===== src/rtl/sdac_pkg.sv =====
package sdac_pkg;
  typedef enum logic [1:0] {
    ST_IDLE,
    ST_ADDR,
    ST_DATA,
    ST_GAP
  } frm_state_e;
endpackage


===== src/rtl/sdac_sync.sv =====
module sdac_sync #(
  parameter int W      = 1,
  parameter int STAGES = 2
) (
  input  logic         clk_i,
  input  logic         rst_ni,
  input  logic [W-1:0] d_i,
  output logic [W-1:0] q_o
);
  logic [STAGES-1:0][W-1:0] q;

  always_ff @(posedge clk_i or negedge rst_ni) begin
    if (!rst_ni) begin
      q <= '0;
    end else begin
      q[0] <= d_i;
      for (int i = 1; i < STAGES; i++) q[i] <= q[i-1];
    end
  end

  assign q_o = q[STAGES-1];
endmodule


===== src/rtl/sdac_cs_filter.sv =====
module sdac_cs_filter #(
  parameter int FILT_CYC = 4
) (
  input  logic clk_i,
  input  logic rst_ni,
  input  logic cs_i,
  output logic cs_o
);
  localparam int CW = $clog2(FILT_CYC + 1);

  logic          cs_q;
  logic [CW-1:0] cnt_q;

  // level must disagree for FILT_CYC consecutive cycles before it is taken
  always_ff @(posedge clk_i or negedge rst_ni) begin
    if (!rst_ni) begin
      cs_q  <= 1'b0;
      cnt_q <= '0;
    end else if (cs_i == cs_q) begin
      cnt_q <= '0;
    end else if (cnt_q == CW'(FILT_CYC - 1)) begin
      cs_q  <= cs_i;
      cnt_q <= '0;
    end else begin
      cnt_q <= cnt_q + 1'b1;
    end
  end

  assign cs_o = cs_q;
endmodule


===== src/rtl/sdac_deframer.sv =====
module sdac_deframer
  import sdac_pkg::*;
#(
  parameter int W         = 8,
  parameter int AW        = 2,
  parameter int NCH       = 2,
  parameter int GAP_EDGES = 2,
  parameter int CHW       = 1
) (
  input  logic                  clk_i,
  input  logic                  rst_ni,
  input  logic                  en_i,
  input  logic                  step_i,
  input  logic                  din_i,
  input  logic [NCH-1:0][W-1:0] cur_i,
  output logic                  wr_stb_o,
  output logic [CHW-1:0]        wr_ch_o,
  output logic [W-1:0]          wr_data_o,
  output logic                  dout_o
);
  localparam int CNTW = $clog2(W + AW + GAP_EDGES + 1);
  localparam logic [AW:0] NCH_L = (AW + 1)'(NCH);

  frm_state_e      state_q;
  logic [CNTW-1:0] cnt_q;
  logic [AW-1:0]   addr_q;
  logic [AW-1:0]   nxt_addr;
  logic [W-1:0]    in_sr_q;
  logic [W-1:0]    out_sr_q;
  logic [W-1:0]    rd_val;
  logic            nxt_ok;
  logic            addr_ok;

  assign nxt_addr = {din_i, addr_q[AW-1:1]};
  assign nxt_ok   = {1'b0, nxt_addr} < NCH_L;
  assign addr_ok  = {1'b0, addr_q} < NCH_L;
  assign rd_val   = nxt_ok ? cur_i[nxt_addr[CHW-1:0]] : '0;

  always_ff @(posedge clk_i or negedge rst_ni) begin
    if (!rst_ni) begin
      state_q  <= ST_IDLE;
      cnt_q    <= '0;
      addr_q   <= '0;
      in_sr_q  <= '0;
      out_sr_q <= '0;
    end else if (!en_i) begin
      state_q  <= ST_IDLE;
      cnt_q    <= '0;
      out_sr_q <= '0;
    end else if (step_i) begin
      unique case (state_q)
        ST_IDLE: begin
          if (din_i) begin
            state_q <= ST_ADDR;
            cnt_q   <= '0;
          end
        end
        ST_ADDR: begin
          addr_q <= nxt_addr;
          if (cnt_q == CNTW'(AW - 1)) begin
            state_q  <= ST_DATA;
            cnt_q    <= '0;
            out_sr_q <= rd_val;
          end else begin
            cnt_q <= cnt_q + 1'b1;
          end
        end
        ST_DATA: begin
          in_sr_q  <= {din_i, in_sr_q[W-1:1]};
          out_sr_q <= {1'b0, out_sr_q[W-1:1]};
          if (cnt_q == CNTW'(W - 1)) begin
            state_q <= ST_GAP;
            cnt_q   <= '0;
          end else begin
            cnt_q <= cnt_q + 1'b1;
          end
        end
        ST_GAP: begin
          if (cnt_q == CNTW'(GAP_EDGES - 1)) begin
            state_q <= ST_IDLE;
            cnt_q   <= '0;
          end else begin
            cnt_q <= cnt_q + 1'b1;
          end
        end
        default: state_q <= ST_IDLE;
      endcase
    end
  end

  assign wr_stb_o  = en_i & step_i & (state_q == ST_DATA) &
                     (cnt_q == CNTW'(W - 1)) & addr_ok;
  assign wr_ch_o   = addr_q[CHW-1:0];
  assign wr_data_o = {din_i, in_sr_q[W-1:1]};
  assign dout_o    = out_sr_q[0];
endmodule


===== src/rtl/sdac_front.sv =====
module sdac_front #(
  parameter int W           = 8,
  parameter int NCH         = 2,
  parameter int AW          = 2,
  parameter int GAP_EDGES   = 2,
  parameter int FILT_CYC    = 4,
  parameter int SYNC_STAGES = 2
) (
  input  logic             clk_i,
  input  logic             rst_ni,
  input  logic             sclk_i,
  input  logic             cs_i,
  input  logic             din_i,
  input  logic [NCH*W-1:0] nv_set_i,
  output logic [NCH*W-1:0] set_o,
  output logic             dout_o,
  output logic             dout_oe_o
);
  localparam int CHW = (NCH > 1) ? $clog2(NCH) : 1;

  logic                  cs_s, sclk_s, din_s;
  logic                  sclk_prev;
  logic                  sclk_rise;
  logic                  cs_f;
  logic                  wr_stb;
  logic [CHW-1:0]        wr_ch;
  logic [W-1:0]          wr_data;
  logic                  df_dout;
  logic [NCH-1:0][W-1:0] nv_arr;
  logic [NCH-1:0][W-1:0] work_q;

  sdac_sync #(.W(3), .STAGES(SYNC_STAGES)) u_sync (
    .clk_i (clk_i),
    .rst_ni(rst_ni),
    .d_i   ({cs_i, sclk_i, din_i}),
    .q_o   ({cs_s, sclk_s, din_s})
  );

  always_ff @(posedge clk_i or negedge rst_ni) begin
    if (!rst_ni) sclk_prev <= 1'b0;
    else         sclk_prev <= sclk_s;
  end

  assign sclk_rise = sclk_s & ~sclk_prev;

  sdac_cs_filter #(.FILT_CYC(FILT_CYC)) u_csf (
    .clk_i (clk_i),
    .rst_ni(rst_ni),
    .cs_i  (cs_s),
    .cs_o  (cs_f)
  );

  sdac_deframer #(
    .W(W), .AW(AW), .NCH(NCH), .GAP_EDGES(GAP_EDGES), .CHW(CHW)
  ) u_dfr (
    .clk_i    (clk_i),
    .rst_ni   (rst_ni),
    .en_i     (cs_f),
    .step_i   (sclk_rise),
    .din_i    (din_s),
    .cur_i    (work_q),
    .wr_stb_o (wr_stb),
    .wr_ch_o  (wr_ch),
    .wr_data_o(wr_data),
    .dout_o   (df_dout)
  );

  assign nv_arr = nv_set_i;

  // deselected: working registers shadow the nonvolatile array
  always_ff @(posedge clk_i or negedge rst_ni) begin
    if (!rst_ni)     work_q <= '0;
    else if (!cs_f)  work_q <= nv_arr;
    else if (wr_stb) work_q[wr_ch] <= wr_data;
  end

  assign set_o     = work_q;
  assign dout_oe_o = cs_f;
  assign dout_o    = cs_f & df_dout;
endmodule


===== config.mk =====
export PLATFORM = sky130hd
export DESIGN_NAME = sdac_front
export DESIGN_NICKNAME = d
export VERILOG_FILES = /design/src/rtl/sdac_pkg.sv /design/src/rtl/sdac_sync.sv /design/src/rtl/sdac_cs_filter.sv /design/src/rtl/sdac_deframer.sv /design/src/rtl/sdac_front.sv
export SDC_FILE = /design/constraint.sdc
export NUM_CORES = 1
export LEC_CHECK = 0
export BUFFER_PORTS_ARGS = -buffer_cell sky130_fd_sc_hd__buf_2
export CORE_AREA = 2 2 74 76
export CTS_CLUSTER_DIAMETER = 50
export DETAILED_ROUTE_END_ITERATION = 10
export DIE_AREA = 0 0 76 78
export PLACE_DENSITY_LB_ADDON = 0.12
export SLEW_MARGIN = 10
export SYNTH_ARGS = -nofsm -noshare
export SYNTH_HDL_FRONTEND = slang
export SYNTH_SLANG_ARGS = --single-unit

===== constraint.sdc =====
create_clock -name clk_i -period 2.26 [get_ports clk_i]
set_input_delay 0.452 -clock clk_i [delete_from_list [all_inputs] [get_ports clk_i]]
set_output_delay 0.452 -clock clk_i [all_outputs]
set_load 0.005 [all_outputs]

* Word-level counts from Yosys, hierarchy flattened
Index checks and enable logic that the tools add are counted.
Word-level totals: output and inout bits 18, bits in registers 51, bits of input ports 21, word-level logic and storage cells 77
Operators by class: $lt $le $gt $ge 5, $add $sub $neg 2, bitwise operators 8, eq/ne operators 14, reductions and logical operators 9, multiplexer cells 27
Operator list (number):
- 8-bit two-way mux | 7
- 16-bit two-way mux | 2
- 4-bit two-way mux | 5
- 16-bit bitwise mux | 1
- 8-bit one-hot mux with 2 select lines | 1
- 2-bit two-way mux | 6
- 4-bit one-hot mux with 3 select lines | 1
- 3-bit by 2-bit != test with 1-bit output (second input constant) | 3
- 3-bit AND reduction | 3
- 8-bit demux with 1-bit select | 1
- 2-bit one-hot mux with 4 select lines | 1
- 1-bit bitwise AND | 6
- 3-bit two-way mux | 2
- 5-bit AND reduction | 1
- 4-bit by 1-bit adder with 4-bit output (second input constant) | 1
- 2-bit == test (second input constant) | 2
- 4-bit by 1-bit == test with 1-bit output (second input constant) | 1
- 4-bit by 3-bit == test with 1-bit output (second input constant) | 1
- 1-bit by 2-bit < comparator with 1-bit output (second input constant) | 2
- 2-bit < comparator (second input constant) | 2
- 2-bit by 1-bit != test with 1-bit output (second input constant) | 2
- 2-bit AND reduction | 2
- 3-bit by 1-bit adder with 3-bit output (second input constant) | 1
- 3-bit by 2-bit == test with 1-bit output (second input constant) | 1
- other kinds (9) | 10

* Depth between registers and ports, before layout
word-level depth 8, gate-level depth with buffers 7, depth with buffers taken out 6

* Modules after synthesis
From an unflattened synthesis, not the netlist that was laid out.
Second synthesis, totals: cell total of the unflattened synthesis 234, area, all modules 2660.1 um2
By module, submodules not included:
- sdac_deframer | instances 1, cells each 119, area an instance 1328.8 um2, seq. area each 575.6 um2
- sdac_front | instances 1, cells each 95, area an instance 992.2 um2, seq. area each 425.4 um2
- sdac_sync | instances 1, cells each 9, area an instance 172.7 um2, seq. area each 150.1 um2
- sdac_cs_filter | instances 1, cells each 11, area an instance 166.4 um2, seq. area each 100.1 um2

* Worst setup path before layout
Ideal clock, no wire load.
path type reg-to-reg, start reg u_dfr.state_q[0], end reg u_dfr.state_q[0], slack 0.457 ns, required time 2.181 ns, arrival 1.723 ns, stages on the path, launching flop included 8, buffers on the path 1, period minus slack after synthesis 1.803 ns, library setup time 0.079 ns, cells stage by stage dfrtp_1 inv_1 ha_1 buf_4 nor4b_1 nor2_1 a21oi_2 mux2i_1
Between the ends: longest elaborated chain between the ends 4, elaborated cells between the ends (all ways) 12, those cells by class 7 x eq/ne; 3 x mux; 2 x reduce/logical
RTL lines:
- start: declaration | line sdac_deframer.sv:24 | frm_state_e state_q;
- start signal: assignment | line sdac_deframer.sv:41 | state_q <= ST_IDLE;
- start signal: assignment | line sdac_deframer.sv:47 | state_q <= ST_IDLE;
- start signal: assignment | line sdac_deframer.sv:54 | state_q <= ST_ADDR;
- 2-bit == test, or another cell as far along | line sdac_deframer.sv:51 | unique case (state_q)
- 2-bit one-hot mux with 4 select lines | line sdac_deframer.sv:51
- 2-bit two-way mux | line sdac_deframer.sv:50 | end else if (step_i) begin
- 2-bit two-way mux | line sdac_deframer.sv:46 | end else if (!en_i) begin
Parallel ways exist; a longest one is shown, timed or not. The select of a mux whose other input is x is not followed. A chain may end at the register's enable or synchronous reset.

* Worst setup path in the final report
Ends and elaborated chain as after synthesis.

==> qor.csv <==
metric,value,unit
CP arrival,2.29,ns
Final period util,0.9164,
HPWL Detailed,3680,microns
Fin. Hold Viols,0,
most frequent cells in the layout,"dfrtp_1, buf_2, nor2b_1",
Crit path max-delay family,simple AND/OR/NAND/NOR gates,
Overall Global Routing Usage,0.1893,
"FFs w/ async S/R, synth",1.000,
pwr dens,981.7,nW/um^2
"Seq/Total Area, Yosys",0.5045,
Post-DRT Antenna Nets,0,
R2R setup slack,0.19,ns
Yosys warning count,0,
DR pass1 iterations,4,
CP max FO,12,
Pint,1.781,mW
"most common cell after layout, fill and taps aside",dfrtp_1,
diodes inserted,0,
Synth Area per Inst,10.74,sq um
CTS buffer count,5,
CTS tree,yes,
CTS sink cnt,50,
Reg2Reg Launch Point,u_dfr.state_q[0],
Switch Pwr,1.026,mW
largest net degree at the start of global routing,40,
die width,76,microns
syn nets,260,
layout cells sized above 1,0.2472,
startpoint types,flop,
WP buf/inv,2,
Pleak,1.338,nW
Critical Path RT,2.48,ns
Final Slew Violations,0,
CP max stage delay,0.52,ns
Sw Ratio,0.3655,
Max clock buf depth,2,
clock slew at reported path FFs,0.08,ns
root buf cell,clkbuf_8,
core box area,5042,sq um
WL per Instance,14.77,microns
final wirelength,5038,microns
worst vdd ir,0.0004882,V
Reg power frac,0.456,
final net count,300,
distinct cell type count after synthesis,36,
row count,26,
H-tree levels,2,
crit path time final,2.071,ns
# hold bufs at CTS,0,
CP endpoint kind,flop,
post-CTS resize count,0,
kind of critical path,flop to flop,
Remaining DRCs,0,
number of global-route vias before repair,1771,
Fin Hold WS,0.1353,ns
"Setup Fix Bufs, Post-CTS",0,
Die Area,5928,sq um
Synth Flop Type,dfrtp_1,
initial core utilization,0.4918,
fmax,482.8,MHz
power share of the clock group,0.175,
DRT iter0 DRCs,66,
I/O pins,39,
cells along the critical path,"inv_1, ha_1, buf_4, nor4b_1, nor2_1, a21oi_2, mux2i_1",
GRT overflow,0,
Setup TNS,0,ns
Slew headroom,0.5649,
number of enable flip-flop cells after synthesis,0,
CP startpoint,u_dfr.state_q[0],
Final Setup Violations,0,
Port-buffer cells,38,
RSZ-0062 raised after global routing,no,
Avg Vias per Cell,5.182,
synthesized instance count,231,
Slew @ Worst Pin,0.6527,ns
Synth-to-Final Area Change,15.29,%
Die H,78,microns
Netlist Area Pre-Place,2480,sq um
Clock Skew,0.009139,ns
logic gate share of total power,0.369,
pre-CTS WS,0.1790,ns
synthesized flop and latch total,50,
max-cap viol count,0,
Final WS setup,0.1888,ns
initial antenna violation count,0,
Vias,1767,
Worst-Skew Late Latency,0.30,ns
CP max stage cell,nor4b_1,
Hold Path Class,input port to async pin,
routability cong.,0.7969,
FILL cells,476,
status,"finished, final reports clean",
first-pass GRT wire length,8735,microns
[worst reg2reg max path, cell delays in order (launching register included)]
cell and delay [ns]:
dfrtp_1 0.41, inv_1 0.10, ha_1 0.24, buf_4 0.20, nor4b_1 0.53, nor2_1 0.10, a21oi_2 0.20, mux2i_1 0.22
[power groups by stage]
stage	sequential [mW]	clock, mW	combinational [mW]
CTS	1.28	0.509	1.05
global placement	1.29	0	1.04
finish	1.28	0.490	1.04
floorplan	1.24	0	0.689
global route	1.31	0.536	1.17
detailed placement	1.30	0	1.05
[area by class of cell]
type / count / area, sq um / share of cell area
Multi-Input combinational cell: 164 / 1149 / 0.4018
Clock buffer: 6 / 72.57 / 0.02538
Tap cell: 70 / 87.58 / 0.03063
Sequential cell: 50 / 1251 / 0.4376
Clock inverter: 1 / 7.507 / 0.002626
Inverter: 7 / 26.28 / 0.009190
Timing Repair Buffer: 43 / 265.3 / 0.09278
[cell families after synthesis]
| family | count (synthesis) | synth area share |
|---|---|---|
| XOR/XNOR | 1 | 0.003532 |
| flip-flops | 50 | 0.5045 |
| AO/OA/AOI/OAI | 49 | 0.1196 |
| multiplexers | 30 | 0.1261 |
| adder cells (fa/ha/maj) | 8 | 0.04036 |
| AND/OR/NAND/NOR | 76 | 0.1736 |
| buffers and inverters | 17 | 0.03229 |
[routing by layer]
| layer | track usage | part of all wire | routed length (microns) | vias up |
|---|---|---|---|---|
| met3 | 0.03605 | 0.039 | 195 | 5 |
| met4 | 0.06545 | 0.011 | 56 | 0 |
| met2 | 0.3027 | 0.47 | 2353 | 42 |
| li1 | - | - | - | 867 |
| met5 | 0 | 0 | 0 | - |
| met1 | 0.2607 | 0.48 | 2433 | 853 |
[synth_stat cells (2+ instances only)]
cell type | n | area share
dfrtp_1 | 50 | 0.50
nor2b_1 | 25 | 0.063
a21oi_1 | 22 | 0.044
nand2_1 | 21 | 0.032
mux2i_1 | 20 | 0.081
o21ai_0 | 16 | 0.032
mux2_2 | 10 | 0.045
nor2_1 | 10 | 0.015
ha_1 | 8 | 0.040
inv_1 | 7 | 0.011
buf_2 | 4 | 0.0081
clkbuf_1 | 4 | 0.0061
a21oi_2 | 3 | 0.011
nor3_1 | 3 | 0.0061
and2_1 | 2 | 0.0050
nand2b_1 | 2 | 0.0050
nand3_1 | 2 | 0.0040
nand3b_1 | 2 | 0.0061
nor3b_1 | 2 | 0.0061
o21ai_1 | 2 | 0.0040
[sequential cells by signal, indices dropped and copies added (netlist names)]
register        flops
u_csf.cs_o          1
u_dfr.state_q       2
sclk_prev           1
u_dfr.in_sr_q       7
set_o              16
u_dfr.out_sr_q      8
u_sync.q_o          3
u_dfr.cnt_q         4
u_dfr.addr_q        2
u_sync.q            3
u_csf.cnt_q         3
[worst paths after layout]
| check | to | cells past startpoint |
|---|---|---|
| min reg2reg | u_sync.q_o[2] | 0 |
| min in group clk_i | u_sync.q[0] | 1 |
| max | u_dfr.state_q[0] | 7 |
| max in group asynchronous | u_dfr.addr_q[1] | 2 |
| min | u_dfr.cnt_q[0] | 1 |
| max reg2reg | u_dfr.state_q[0] | 7 |
[stage by stage]
stage	utilization	instance area (sq um)	total power [mW]	instances
floorplan	-	2480	1.928	231
global placement	0.5511	2779	2.328	334
detailed placement	0.5511	2779	2.349	334
CTS	0.5670	2859	2.841	341
global route	0.5670	2859	3.023	341
finish	0.5670	2859	2.807	341
Note: power is estimated with default switching activity, not from simulation.
